$ cat src/rtl/baud_gen.sv
module baud_gen #(
  parameter int TMR_W = 8,
  parameter int DIV_W = 7
) (
  input  logic             clk,
  input  logic             rst,
  input  logic             wr_en,
  input  logic [1:0]       wr_addr,
  input  logic [TMR_W-1:0] wr_data,
  output logic             tick
);

  localparam logic [1:0] SRC_CLK = 2'b00;
  localparam logic [1:0] SRC_TA  = 2'b01;
  localparam logic [1:0] SRC_TB  = 2'b11;

  logic [1:0]       sel;
  logic [TMR_W-1:0] rel_a, rel_b, cnt_a, cnt_b;
  logic [DIV_W-1:0] rel_d, dcnt;
  logic             uf_a, uf_b, pre_en;

  always_ff @(posedge clk) begin
    if (rst) begin
      sel   <= SRC_CLK;
      rel_a <= '0;
      rel_b <= '0;
      rel_d <= '0;
    end else if (wr_en) begin
      case (wr_addr)
        2'd0: sel   <= wr_data[1:0];
        2'd1: rel_a <= wr_data;
        2'd2: rel_b <= wr_data;
        default: rel_d <= wr_data[DIV_W-1:0];
      endcase
    end
  end

  assign uf_a = (cnt_a == '0);
  assign uf_b = (cnt_b == '0);

  always_ff @(posedge clk) begin
    if (rst) begin
      cnt_a <= '0;
      cnt_b <= '0;
    end else begin
      cnt_a <= uf_a ? rel_a : cnt_a - 1'b1;
      cnt_b <= uf_b ? rel_b : cnt_b - 1'b1;
    end
  end

  always_comb begin
    case (sel)
      SRC_CLK: pre_en = 1'b1;
      SRC_TA:  pre_en = uf_a;
      SRC_TB:  pre_en = uf_b;
      default: pre_en = 1'b0;
    endcase
  end

  always_ff @(posedge clk) begin
    if (rst) begin
      dcnt <= '0;
      tick <= 1'b0;
    end else begin
      tick <= pre_en && (dcnt == '0);
      if (pre_en) dcnt <= (dcnt == '0) ? rel_d : dcnt - 1'b1;
    end
  end

endmodule


$ cat config.mk
export PLATFORM = sky130hd
export DESIGN_NAME = baud_gen
export DESIGN_NICKNAME = d
export VERILOG_FILES = /design/src/rtl/baud_gen.sv
export SDC_FILE = /design/constraint.sdc
export NUM_CORES = 1
export LEC_CHECK = 0
export ABC_CLOCK_PERIOD_IN_PS = 2430
export BUFFER_PORTS_ARGS = -buffer_cell sky130_fd_sc_hd__buf_2
export CAP_MARGIN = 20
export CORE_ASPECT_RATIO = 1.1
export CORE_MARGIN = 4
export CORE_UTILIZATION = 30
export DETAILED_ROUTE_END_ITERATION = 8
export GPL_TIMING_DRIVEN = 0
export PLACE_DENSITY = 0.56
export SETUP_SLACK_MARGIN = 0.2
export SLEW_MARGIN = 20
export SYNTH_ARGS = -nofsm -noshare
export SYNTH_HDL_FRONTEND = slang
export SYNTH_SLANG_ARGS = --single-unit
$ cat constraint.sdc
create_clock -name clk -period 2.43 [get_ports clk]
set_input_delay 0.243 -clock clk [delete_from_list [all_inputs] [get_ports clk]]
set_output_delay 0.243 -clock clk [all_outputs]
set_load 0.005 [all_outputs]
# Word level (Yosys, flattened, before mapping)
# Index checks and enable logic that the tools add are counted.
# word_totals
romBits	0
input_bits	13
ramBits	0
reg_bits	49
output_inout_bits	1
latchBits	0
wordCells	31
memories	0
# op_classes
n_mul	0
shifts	0
addsub	3
n_mux	4
eq_ne	4
n_div	0
order_cmp	0
bitwise_logic	1
n_reduce_logical	11
# ops
op	n
$logic_not A8 Y1	2
$mux W8	2
$sub A8 B1 Y8 const B	2
$reduce_and A2 Y1	4
$logic_not A7 Y1	1
$mux W7	1
$sub A7 B1 Y7 const B	1
$eq A2 B1 Y1 const B	2
$eq A2 B2 Y1 const B	2
$logic_not A2 Y1	2
$pmux W1 S3	1
$reduce_or A3 Y1	1
$logic_and A1 B1 Y1	1
$not A1 Y1	1

# Logic depth before layout (Yosys ltp)
# depth
word_depth	4
ltp_mapped	7
depth_no_buf	6

# Least setup slack after synthesis
# OpenSTA, ideal clock, no wires.
# synth_path
path_kind	register -> register
start	register cnt_b[0]
end	register dcnt[0]
t_arrival_ns	2.008
setup_slack_ns	0.347
setup_time_ns	0.074
n_path_buf	0
period_less_slack_ns	2.083
stages_incl_launch_ff	7
t_required_ns	2.356
cell_sequence	dfxtp_1 inv_1 ha_1 or3b_2 o31a_1 or4b_1 a31oi_1
# synth_between
elab_chain_len	2
# synth_rtl
item	line_no	rtl
from (decl)	18	logic [TMR_W-1:0] rel_a, rel_b, cnt_a, cnt_b;
from (signal assigned)	47	cnt_b <= uf_b ? rel_b : cnt_b - 1'b1;
$logic_not A8 Y1	39	assign uf_b = (cnt_b == '0);
$pmux W1 S3	52	case (sel)
to (signal assigned)	66	if (pre_en) dcnt <= (dcnt == '0) ? rel_d : dcnt - 1'b1;
to (decl)	19	logic [DIV_W-1:0] rel_d, dcnt;
# No other way between the ends.
# A chain may end at the register's enable or synchronous reset.

# Final worst setup path
# layout_path
start	register dcnt[2]
end	register dcnt[0]
# layout_between
elab_chain_len	2
# layout_rtl
item	line_no
$logic_not A7 Y1	66
$mux W7	66
# No other way between the ends.

==> results by group <==
Run status
  – Status: finished clean

Power
  – Logic pwr share: a little over two fifths
  – Sw Ratio: between 30% and 40%
  – Power Density: approximately 1200 mW/mm²
  – LEAKAGE: around 1.1 nW
  – Internal power: 1.96 mW
  – Max rail drop VDD: between 300 and 400 µV
  – Part of the power in registers: slightly below 40%
  – Clock Power Share: 18.2%
  – Net Sw Power: approximately 1.1 mW

Global routing
  – Met1 usage: roughly 15%
  – Gr busiest metal: met2
  – First-pass GRT wire length: a little over 8000 µm
  – Antenna violations before repair: 0
  – Congestion Overflow GR: 0
  – Met3 Track Usage GR: roughly 1.8%
  – All-Layer GR Usage: 11.8%
  – Pin count of the biggest net entering global routing: 15
  – Met2 usage: around a fifth
  – Vias in the first global route: between 1500 and 2000

Clocking
  – CTS Buf Count: 5
  – Clock transition at path regs: approximately 0.1 ns
  – Sinks on Clock Net: slightly below 50
  – H-Tree Depth: 2
  – Worst-Skew Late Latency: about 0.3 ns
  – Root Driver: clkbuf_8
  – CTS tree: yes
  – CTS Buffer Depth: 2

Die
  – Die outline width: between 80 and 90 µm
  – Top Ports: 14
  – Initial core utilization: between 30% and 40%
  – Core ar.: ~0.0071 mm²
  – Chip Height: a little under 100 µm
  – Die ar.: 0.00880 mm²
  – Row count: 32

Drt
  – Detailed-route via count: roughly 1800
  – First DRT Iteration DRCs: between 70 and 80
  – Wire per inst: between 10 and 15 µm
  – Routed WL: ~5000 µm
  – Drt drc: 0
  – Antenna-violating nets left: 0
  – Detail-routed via count per cell: between 5 and 6
  – DR pass1 iterations: 4

Worst setup path
  – Crit-path slowest cell: or4_4
  – Max incr delay on CP: ~0.56 ns
  – Critical path's top delay family: simple AND/OR/NAND/NOR gates
  – Reg2reg path depth: 5
  – Critical-path cell list: or4_4 -> or3_1 -> buf_6 -> or4b_1 -> a31oi_1
  – Reg2reg start: dcnt[2]
  – Worst Setup End Kind: register
  – Worst path arrival time: between 2 and 2.5 ns
  – Crit Path Max Fanout: 10
  – Critical path class: register to register
  – WP data required: ~2.7 ns
  – Buf/Inv on CP: 1
  – CP Launch Point: dcnt[2]
  – Critical Path Start Type: register
  – WP depth: 5

Synthesis
  – Top cells by area, synth: dfxtp_1 (44%), mux2i_1 (14%), nor2_1 (8.0%), a211oi_1 (3.7%), xnor2_1 (2.4%)
  – Yosys Warn Count: 0
  – Net Count, Synth: between 200 and 300
  – Synth Area in Compound Gates: 12.6%
  – Xor and xnor area share after synthesis: around 2.4%
  – Async SR Flop Fraction: 0%
  – Synthesized area per cell: between 9 and 10 µm²
  – Post-synthesis mux area share: between 10 and 15%
  – Largest family of logic cells by synthesized area: simple AND/OR/NAND/NOR gates
  – Largest area contributor in the netlist: dfxtp_1
  – Post-Synth Adder-Cell Area: 2.27%
  – Synth Register Bits: between 40 and 50
  – EDFF count, synth: 0
  – Post-Synthesis Cells: 239
  – Mapped Area: around 0.0022 mm²
  – Post-synth top area share: between 40% and 50%
  – Seq/Total Area, Yosys: around 44%
  – Prevailing post-synth register cell: dfxtp_1
  – Number of distinct library cells after synthesis: 39
  – Synth Area in Simple Gates: about a fifth

Placed design
  – I/O Buffers: 12
  – Placer congestion estimate: roughly 0.77
  – Dpl hpwl: around 3600 µm

Final layout
  – Post-layout nets: 277
  – Area delta synth->final: 14.0%
  – N_diodes: 0
  – Share of post-route cells with drive strength above 1: 12.3%

STA
  – Worst hold slack: approximately 0.19 ns
  – Peak Freq: approximately 470 MHz
  – Post-route clock skew: ~0.013 ns
  – Worst-margin pin slew: between 0.6 and 0.7 ns
  – Slew Viols, Final: 0
  – Period utilization: just under 90%
  – Final hold violations: 0
  – Setup Viol. Count Final: 0
  – Setup tns final: 0 ns
  – RSZ-0062 raised after global routing: no
  – Final Critical Period: 2.12 ns
  – Slew HR: 57.1%

Min path
  – Min-delay src: wr_data[7]
  – Min-delay worst type: primary input to register
  – Worst hold stages: 3

Job
  – Maxcap violations: 0
## cell families after synthesis
group	after synthesis
mux	31
buf+inv	19
flops	49
compound gates	39
xor+xnor	6
simple gates	91
fa+ha+maj	4
## worst paths after layout
| check | to | slack [ns] |
|---|---|---|
| setup / recovery | dcnt[0] | 0.31 |
| hold / removal | rel_b[7] | 0.19 |
| setup reg to reg | dcnt[0] | 0.31 |
| hold reg to reg | rel_d[0] | 0.49 |
## area by class of cell
cell class,instances,area (µm²)
well taps,85,106
inverters,10,37.5
multi-input cells,171,1170
plain buffers,9,41.3
fillers,741,4570
repair buffers,14,75.1
clock inverters,2,35.0
clock buffers,5,68.8
flip-flops and latches,49,981
## synthesized netlist by cell type, drive strengths merged, types with 2 or more instances
master,number
nand3,2
nor3,7
inv,10
or4,3
o41ai,2
dfxtp,49
a311oi,2
xnor2,6
or3,5
a211oi,11
nor4,3
nor2,47
nand2,9
buf,2
clkbuf,7
o32ai,4
or4b,2
or3b,2
mux2i,30
o31ai,4
nand3b,2
and3,2
o21ai,5
a21oi,6
ha,4
nor3b,3
## metrics by stage
stage	instances	utilization (%)	cell area (µm²)	power (mW)	worst slack [ns]
after floorplan	239	-	2210	2.21	0.347
after global placement	336	33.5	2380	2.46	0.155
after detailed placement	336	33.5	2380	2.48	0.143
after CTS	344	35.2	2500	3.07	0.248
after global routing	345	35.5	2520	3.34	0.239
final	345	35.5	2520	3.09	0.308
## power by group through the flow
| stage | Sequential [mW] | Clock, mW | Combinational (mW) |
|---|---|---|---|
| final | 1.19 | 0.564 | 1.34 |
| after floorplan | 1.15 | 0 | 1.06 |
| after CTS | 1.18 | 0.581 | 1.30 |
| after detailed placement | 1.19 | 0 | 1.28 |
| after global routing | 1.22 | 0.616 | 1.51 |
| after global placement | 1.20 | 0 | 1.27 |
## what timing repair did
action                                  in CTS  in global routing
hold endpoints to repair                     0                  0
setup buffers                                1                  1
hold buffers                                 0                  0
endpoints found under the setup margin       2                  5
gates resized for setup                      1                  4
pin swaps                                    1                  0
## state kept, by name, summed over array words and instances (netlist names)
name   count
rel_d      7
cnt_b      8
sel        2
dcnt       7
cnt_a      8
rel_a      8
tick       1
rel_b      8
## metal layers
metal,up-vias,part of all wire (%)
li1,904,-
met1,819,47
met2,35,48
met3,10,3.0
met4,0,2.1
met5,-,0
## layout by cell type (no fill, tap or decap), types with 2 or more instances in the layout
| cell type | count |
|---|---|
| a211oi_1 | 10 |
| a21oi_1 | 6 |
| a311oi_1 | 2 |
| and3_1 | 2 |
| buf_2 | 12 |
| buf_4 | 2 |
| clkbuf_1 | 7 |
| clkbuf_8 | 5 |
| dfxtp_1 | 49 |
| ha_1 | 4 |
| inv_1 | 10 |
| mux2i_1 | 30 |
| nand2_1 | 9 |
| nand3_1 | 2 |
| nand3b_1 | 2 |
| nor2_1 | 47 |
| nor3_1 | 7 |
| nor3b_1 | 3 |
| nor4_1 | 3 |
| o21ai_0 | 5 |
| o31ai_1 | 4 |
| o32ai_1 | 4 |
| o41ai_1 | 2 |
| or3_1 | 3 |
| or3_2 | 2 |
| or4_1 | 2 |
| or4b_1 | 2 |
| xnor2_1 | 6 |
## worst min-delay path: cells and delay by family
kind,cells,cell delay (ns)
buffers and inverters,1,0.09
AND/OR/NAND/NOR,1,0.07
multiplexers,1,0.05
(Power assumes the default switching activity.)
